==> src/rtl/tmr_irq_pkg.sv <==
package tmr_irq_pkg;

    localparam int NUM_LINES = 5;
    localparam int DECADE    = 10;

    typedef enum logic [1:0] {
        RATE_1M   = 2'd0,
        RATE_100K = 2'd1,
        RATE_10K  = 2'd2,
        RATE_ALT  = 2'd3
    } rate_sel_e;

    typedef enum logic [2:0] {
        ROUTE_NONE = 3'd0,
        ROUTE_IRQ2 = 3'd1,
        ROUTE_IRQ3 = 3'd2,
        ROUTE_IRQ4 = 3'd3,
        ROUTE_IRQ5 = 3'd4,
        ROUTE_IRQ7 = 3'd5,
        ROUTE_RSV6 = 3'd6,
        ROUTE_RSV7 = 3'd7
    } route_e;

    typedef struct packed {
        logic base;
        logic dec1;
        logic dec2;
    } ticks_t;

    // Route code that selects line index idx
    function automatic logic [2:0] route_code(input int idx);
        return 3'(idx + 1);
    endfunction

endpackage

==> src/rtl/tick_div.sv <==
module tick_div #(
    parameter int DIV = 10
) (
    input  logic clk,
    input  logic rst,
    input  logic en_in,
    output logic en_out
);
    localparam int CW = (DIV > 1) ? $clog2(DIV) : 1;
    localparam logic [CW-1:0] LAST = CW'(DIV - 1);

    logic [CW-1:0] cnt_q;
    logic          at_last;

    assign at_last = (cnt_q == LAST);
    assign en_out  = en_in && at_last;

    always_ff @(posedge clk) begin
        if (rst) begin
            cnt_q <= '0;
        end else if (en_in) begin
            cnt_q <= at_last ? '0 : cnt_q + 1'b1;
        end
    end
endmodule

==> src/rtl/edge_pending.sv <==
module edge_pending #(
    parameter int SYNC_STAGES = 2
) (
    input  logic clk,
    input  logic rst,
    input  logic sig_async,
    input  logic ack,
    output logic rise,
    output logic pending
);
    logic [SYNC_STAGES-1:0] sync_q;
    logic                   prev_q;

    always_ff @(posedge clk) begin
        if (rst) begin
            sync_q <= '0;
            prev_q <= 1'b0;
        end else begin
            sync_q <= {sync_q[SYNC_STAGES-2:0], sig_async};
            prev_q <= sync_q[SYNC_STAGES-1];
        end
    end

    assign rise = sync_q[SYNC_STAGES-1] && !prev_q;

    always_ff @(posedge clk) begin
        if (rst)       pending <= 1'b0;
        else if (rise) pending <= 1'b1;
        else if (ack)  pending <= 1'b0;
    end
endmodule

==> src/rtl/irq_router.sv <==
module irq_router
    import tmr_irq_pkg::*;
(
    input  logic                 req,
    input  logic [2:0]           route,
    output logic [NUM_LINES-1:0] lines
);
    for (genvar i = 0; i < NUM_LINES; i++) begin : g_line
        assign lines[i] = req && (route == route_code(i));
    end
endmodule

==> src/rtl/tmr_clk_irq_router.sv <==
module tmr_clk_irq_router
    import tmr_irq_pkg::*;
#(
    parameter int BASE_DIV    = 100,
    parameter int SYNC_STAGES = 2
) (
    input  logic       clk,
    input  logic       rst,
    input  logic [1:0] rate_sel,
    input  logic [2:0] irq_route,
    input  logic       cnt_out,
    input  logic       irq_ack,
    output logic       tick_base,
    output logic       cnt_clk_en,
    output logic       irq_pending,
    output logic [4:0] irq_lines
);
    ticks_t ticks;
    logic   t_base, t_dec1, t_dec2;
    logic   rise_det;

    tick_div #(.DIV(BASE_DIV)) u_div_base (
        .clk(clk), .rst(rst), .en_in(1'b1), .en_out(t_base));
    tick_div #(.DIV(DECADE)) u_div_dec1 (
        .clk(clk), .rst(rst), .en_in(t_base), .en_out(t_dec1));
    tick_div #(.DIV(DECADE)) u_div_dec2 (
        .clk(clk), .rst(rst), .en_in(t_dec1), .en_out(t_dec2));

    assign ticks = '{base: t_base, dec1: t_dec1, dec2: t_dec2};

    always_comb begin
        case (rate_sel_e'(rate_sel))
            RATE_100K: cnt_clk_en = ticks.dec1;
            RATE_10K:  cnt_clk_en = ticks.dec2;
            default:   cnt_clk_en = ticks.base;
        endcase
    end

    assign tick_base = ticks.base;

    edge_pending #(.SYNC_STAGES(SYNC_STAGES)) u_edge (
        .clk(clk), .rst(rst), .sig_async(cnt_out), .ack(irq_ack),
        .rise(rise_det), .pending(irq_pending));

    irq_router u_router (
        .req(irq_pending), .route(irq_route), .lines(irq_lines));
endmodule

==> config.mk <==
export PLATFORM = sky130hd
export DESIGN_NAME = tmr_clk_irq_router
export DESIGN_NICKNAME = d
export VERILOG_FILES = /design/src/rtl/tmr_irq_pkg.sv /design/src/rtl/tick_div.sv /design/src/rtl/edge_pending.sv /design/src/rtl/irq_router.sv /design/src/rtl/tmr_clk_irq_router.sv
export SDC_FILE = /design/constraint.sdc
export NUM_CORES = 1
export LEC_CHECK = 0
export BUFFER_PORTS_ARGS = -buffer_cell sky130_fd_sc_hd__buf_2
export CORE_MARGIN = 5
export CORE_UTILIZATION = 40
export CTS_CLUSTER_DIAMETER = 120
export DETAILED_ROUTE_END_ITERATION = 8
export GPL_TIMING_DRIVEN = 1
export PLACE_DENSITY = 0.58
export SYNTH_ARGS = -nofsm -noshare
export SYNTH_HDL_FRONTEND = slang
export SYNTH_HIERARCHICAL = 1
export SYNTH_SLANG_ARGS = --single-unit
==> constraint.sdc <==
create_clock -name clk -period 6.3 [get_ports clk]
set_input_delay 0.315 -clock clk [delete_from_list [all_inputs] [get_ports clk]]
set_output_delay 0.315 -clock clk [all_outputs]
set_load 0.03 [all_outputs]
Yosys cells after proc, flatten, opt, wreduce, memory -nomap -nowiden --
Cells that the tools add are included.
Storage, ports and cells: register bits after elaboration 19, input port bits 9, logic and storage cells 35
Cells by class: $add $sub $neg 3, equal/unequal tests 10, multiplexer cells 5, reduce and logical (&&, ||, !) cells 11
Operator list (number):
- $add A4 B1 Y4 const B | 2
- $eq A4 B4 Y1 const B | 2
- $logic_and A1 B1 Y1 | 8
- $mux W4 | 2
- $add A7 B1 Y7 const B | 1
- $eq A7 B7 Y1 const B | 1
- $eq A3 B2 Y1 const B | 2
- $eq A3 B3 Y1 const B | 2
- $eq A3 B1 Y1 const B | 1
- $eq A2 B1 Y1 const B | 1
- $eq A2 B2 Y1 const B | 1
- $mux W1 | 2
- $pmux W1 S2 | 1
- $reduce_bool A2 Y1 | 1
- $reduce_or A2 Y1 | 1
- $logic_not A1 Y1 | 1

Longest topological paths before layout --
depth after elaboration 4, mapped depth 9

By module --
The synthesis kept the hierarchy.
Modules (own cells, without submodules):
- tick_div (u_div_dec1 ...) | instances 2, cells an instance 19, area each 188.9 µm², sequential area each 80.1 µm²
- tick_div (u_div_base) | instances 1, cells an instance 36, area each 370.4 µm², sequential area each 140.1 µm²
- edge_pending | instances 1, cells an instance 10, area each 128.9 µm², sequential area each 80.1 µm²
- irq_router | instances 1, cells an instance 5, area each 60.1 µm², sequential area each 0.0 µm²
- tmr_clk_irq_router | instances 1, cells an instance 8, area each 52.6 µm², sequential area each 0.0 µm²

Worst setup path after synthesis --
Ideal clock, no wire load.
kind register to output, from register u_div_base.cnt_q[0], to output cnt_clk_en, data arrival time 4.059 ns, required time 5.985 ns, setup slack 1.926 ns, cell stages (with the launch flop) 10, path buffers 0, cells stage by stage dfxtp_1 -> ha_1 -> nand3_2 -> nor4_1 -> nand2_1 -> nor4b_1 -> nand2_1 -> nor4b_1 -> a22oi_1 -> o21ai_1
Between the ends: word-level cells in the longest chain between the ends 4
Ends and longest elaborated chain:
- from (decl) | RTL line tick_div.sv:12 | logic [CW-1:0] cnt_q;
- from (signal assigned) | RTL line tick_div.sv:22 | cnt_q <= at_last ? '0 : cnt_q + 1'b1;
- $eq A7 B7 Y1 | RTL line tick_div.sv:15 | assign at_last = (cnt_q == LAST);
- named net tick_base | RTL line tmr_clk_irq_router.sv:13 | output logic tick_base,
- $logic_and A1 B1 Y1 | RTL line tick_div.sv:16 | assign en_out = en_in && at_last;
- named net t_dec1 | RTL line tmr_clk_irq_router.sv:19 | logic t_base, t_dec1, t_dec2;
- $logic_and A1 B1 Y1 | RTL line tick_div.sv:16
- named net t_dec2 | RTL line tmr_clk_irq_router.sv:19
- $pmux W1 S2 | RTL line tmr_clk_irq_router.sv:32 | case (rate_sel_e'(rate_sel))
- to (decl) | RTL line tmr_clk_irq_router.sv:14 | output logic cnt_clk_en,
The timed path passes the listed nets, and every way through them passes these cells.

Worst setup path after layout --
from register u_div_base.cnt_q[0], to output cnt_clk_en
Between the ends: word-level cells in the longest chain between the ends 4
Ends and longest elaborated chain (RTL line):
- $eq A7 B7 Y1 | tick_div.sv:15
- $logic_and A1 B1 Y1 | tick_div.sv:16
- named net t_dec1 | tmr_clk_irq_router.sv:19
- $logic_and A1 B1 Y1 | tick_div.sv:16
- named net t_dec2 | tmr_clk_irq_router.sv:19
- $pmux W1 S2 | tmr_clk_irq_router.sv:32
The timed path passes the listed nets, and every way through them passes these cells.

==> metrics <==
worst hold stages 2; Sw Share 0.235; min-delay src cnt_out; slew margin rel. 0.432; most common cell after layout, fill and taps aside dfxtp_1; NetSw 0.0473 mW; final core utilization 0.463; RR Startpoint u_div_base/cnt_q[0]; share of layout cells above drive strength 1 0.345; Max FO, Critical Path 5; Hold EP u_edge/sync_q[0]; largest buffer count on any clock path 2; crit path cell chain ha_1 -> nand3_2 -> nor4_1 -> nand2_1 -> nor4b_1 -> nand2_1 -> nor4b_1 -> a22oi_1 -> o21ai_1 -> buf_2; Tightest Pin Transition 0.844 ns; WP data required ~6.0 ns; routed vias/inst ~5; setup ws final 2.18 ns; WL/cell 10.8 um; Gate power share 0.077; CP top delay family simple AND/OR/NAND/NOR gates; Ys Warns 6; global-route wire length before repair 2960 um; Die Area 0.00357 mm^2; core area 0.00243 mm^2; Pins Over Slew Limit 0; number of CTS-inserted buffers 3; GPL Wtd Cong 0.735; TritonRoute pass-1 iters 2; crit path launch type flip-flop; status finished, final reports clean; max_cap viols 0; total grt overflow 0; placed instance area 0.00110 mm^2; R2R Setup Slk 3.12 ns; Hold Path Class input pin to flip-flop; power density over the cells around 180 mW/mm^2; register area share after synthesis 0.384; DRT antenna net count 0; largest net degree at the start of global routing 17; Initial Util 0.407; Post-route DRC 0; post-synthesis instance total 97; Critical Path Sink Type primary output; min Tclk post-route 4.12 ns; most frequent cells in the layout 19 x dfxtp_1, 16 x buf_2, 10 x nor2_1; die width 59.7 um; fillcell total 242; syn avg cell area between 10 and 15 um^2; # resized after CTS 0; CP Class flip-flop to primary output; area of the multi-input gates 583 um^2; Die Span Y 59.7 um; Clock transition at path regs 0.11 ns; dpl hpwl 1240 um; Pleak 0.471 nW; post-route cell area 0.00113 mm^2; Syn Nets about 110; Hold-fix buffers, CTS 0; vias in the first global route approximately 730; global-route usage over all layers 0.106; CP peak stage delay 0.73 ns; Pint 0.154 mW; Buffers on Ports 16; Post-Place Worst Slack 2.49 ns; register area 380 um^2; clk sinks 19; Critical R2R Capture u_div_dec2/cnt_q[3]; slowest CP cell nor4_1; H-tree levels 1; RSZ-0062 raised after global routing false; Distinct cells, synth 36; later-pin clock latency in the skew report 0.30 ns; area delta synth->final 13.9%; Ports 17; Root Buffer clkbuf_4; Fmax 243 MHz; worst endpoint data arrival time 3.80 ns; Final period util 0.654; crit path from u_div_base/cnt_q[0]; total wire length 1580 um; initial antenna violation count 0; CTS tree built; final setup fails 0; sequential cell fraction of total power 0.620; Row Count 18; Final Hold Viols 0; initial detailed-routing violation count 17; clock network power share 0.303; postcts setup bufs 0; nets@finish 129; VDD IR max 0.000130 V; Buffers & Inverters on Critical Path 1; Yosys reg bits 19; setup_tns 0 ns; Mapped Area approximately 1000 um^2; ANT cells 0; worst r2r path cells 8; Max Clock Skew 0.00616 ns; via count 723
==> power by group through the flow <==
stage / Sequential (mW) / Clock, mW / Combinational [mW]
floorplan: 0.127 / 0 / 0.00947
global placement: 0.127 / 0 / 0.0155
detailed placement: 0.127 / 0 / 0.0157
CTS: 0.125 / 0.0637 / 0.0157
global route: 0.125 / 0.0698 / 0.0175
finish: 0.125 / 0.0609 / 0.0154
==> cells in the mapped netlist, drive strengths merged <==
cell / instances / area share
dfxtp: 19 / 0.38
nor2: 10 / 0.038
nand2: 8 / 0.038
a21oi: 5 / 0.029
inv: 5 / 0.019
nor2b: 5 / 0.039
xnor2: 5 / 0.044
and4bb: 3 / 0.038
ha: 3 / 0.038
nand2b: 3 / 0.021
nand3: 3 / 0.030
xor2: 3 / 0.027
a211o: 2 / 0.020
and4b: 2 / 0.023
mux2: 2 / 0.023
nand4: 2 / 0.019
nor4b: 2 / 0.018
o21ai: 2 / 0.010
o31a: 2 / 0.018
o32ai: 2 / 0.033
a22oi: 1 / 0.0076
buf: 1 / 0.0076
conb: 1 / 0.0038
mux2i: 1 / 0.010
nor4: 1 / 0.0063
o21ba: 1 / 0.010
o221a: 1 / 0.011
o41ai: 1 / 0.028
or3: 1 / 0.0063
==> per-stage QoR <==
step | power, mW | instances | hold slack, ns
after floorplan | 0.137 | 97 | 0.384
after global routing | 0.212 | 146 | 0.259
after CTS | 0.204 | 146 | 0.220
after global placement | 0.143 | 142 | 0.418
final | 0.201 | 146 | 0.223
after detailed placement | 0.143 | 142 | 0.433
==> worst reg2reg max path, stage by stage (launching register included) <==
cell     delay, ns
dfxtp_1       0.39
ha_1          0.22
nand3_2       0.15
nor4_1        0.73
nand2_1       0.24
nor4b_1       0.72
nand3_2       0.15
mux2_2        0.32
o32ai_2       0.18
==> worst max path at each step <==
| stage | end | slack (ns) | cells past startpoint |
|---|---|---|---|
| finish | cnt_clk_en | 2.18 | 10 |
| global route | cnt_clk_en | 1.71 | 10 |
| CTS | cnt_clk_en | 2.14 | 10 |
| detailed placement | cnt_clk_en | 2.49 | 10 |
| global placement | cnt_clk_en | 2.68 | 10 |
| floorplan | cnt_clk_en | 1.93 | 9 |
==> sequential cells by signal, indices dropped and copies added (netlist names) <==
name and count:
u_div_base/cnt_q 7, u_div_dec1/cnt_q 4, u_div_dec2/cnt_q 4, u_edge/sync_q 2, u_edge/pending 1, u_edge/prev_q 1
==> routing by layer <==
layer  global-route usage  up-vias  part of all wire
li1                     -      382                 -
met1                0.115      332              0.45
met2                0.191        7              0.49
met3               0.0410        2             0.048
met4               0.0285        0            0.0095
met5                    0        -                 0
==> logic make-up after synthesis <==
kind of cell | Yosys count | synth area share
and+or+nand+nor | 40 | 0.277
xor gates and xnor gates | 8 | 0.0708
DFF | 19 | 0.384
adders and majority gates | 3 | 0.0379
AOI/OAI and AO/OA | 17 | 0.167
muxes | 3 | 0.0329
other | 1 | 0.00379
buffers and inverters | 6 | 0.0266
==> final cells by class <==
type	instances	area share
Multi-Input combinational cell	72	0.517
Sequential cell	19	0.337
Timing Repair Buffer	16	0.0710
Tap cell	30	0.0333
Clock buffer	3	0.0200
Inverter	5	0.0166
Clock inverter	1	0.00444
No activity file was read; power rests on OpenSTA's default activity.
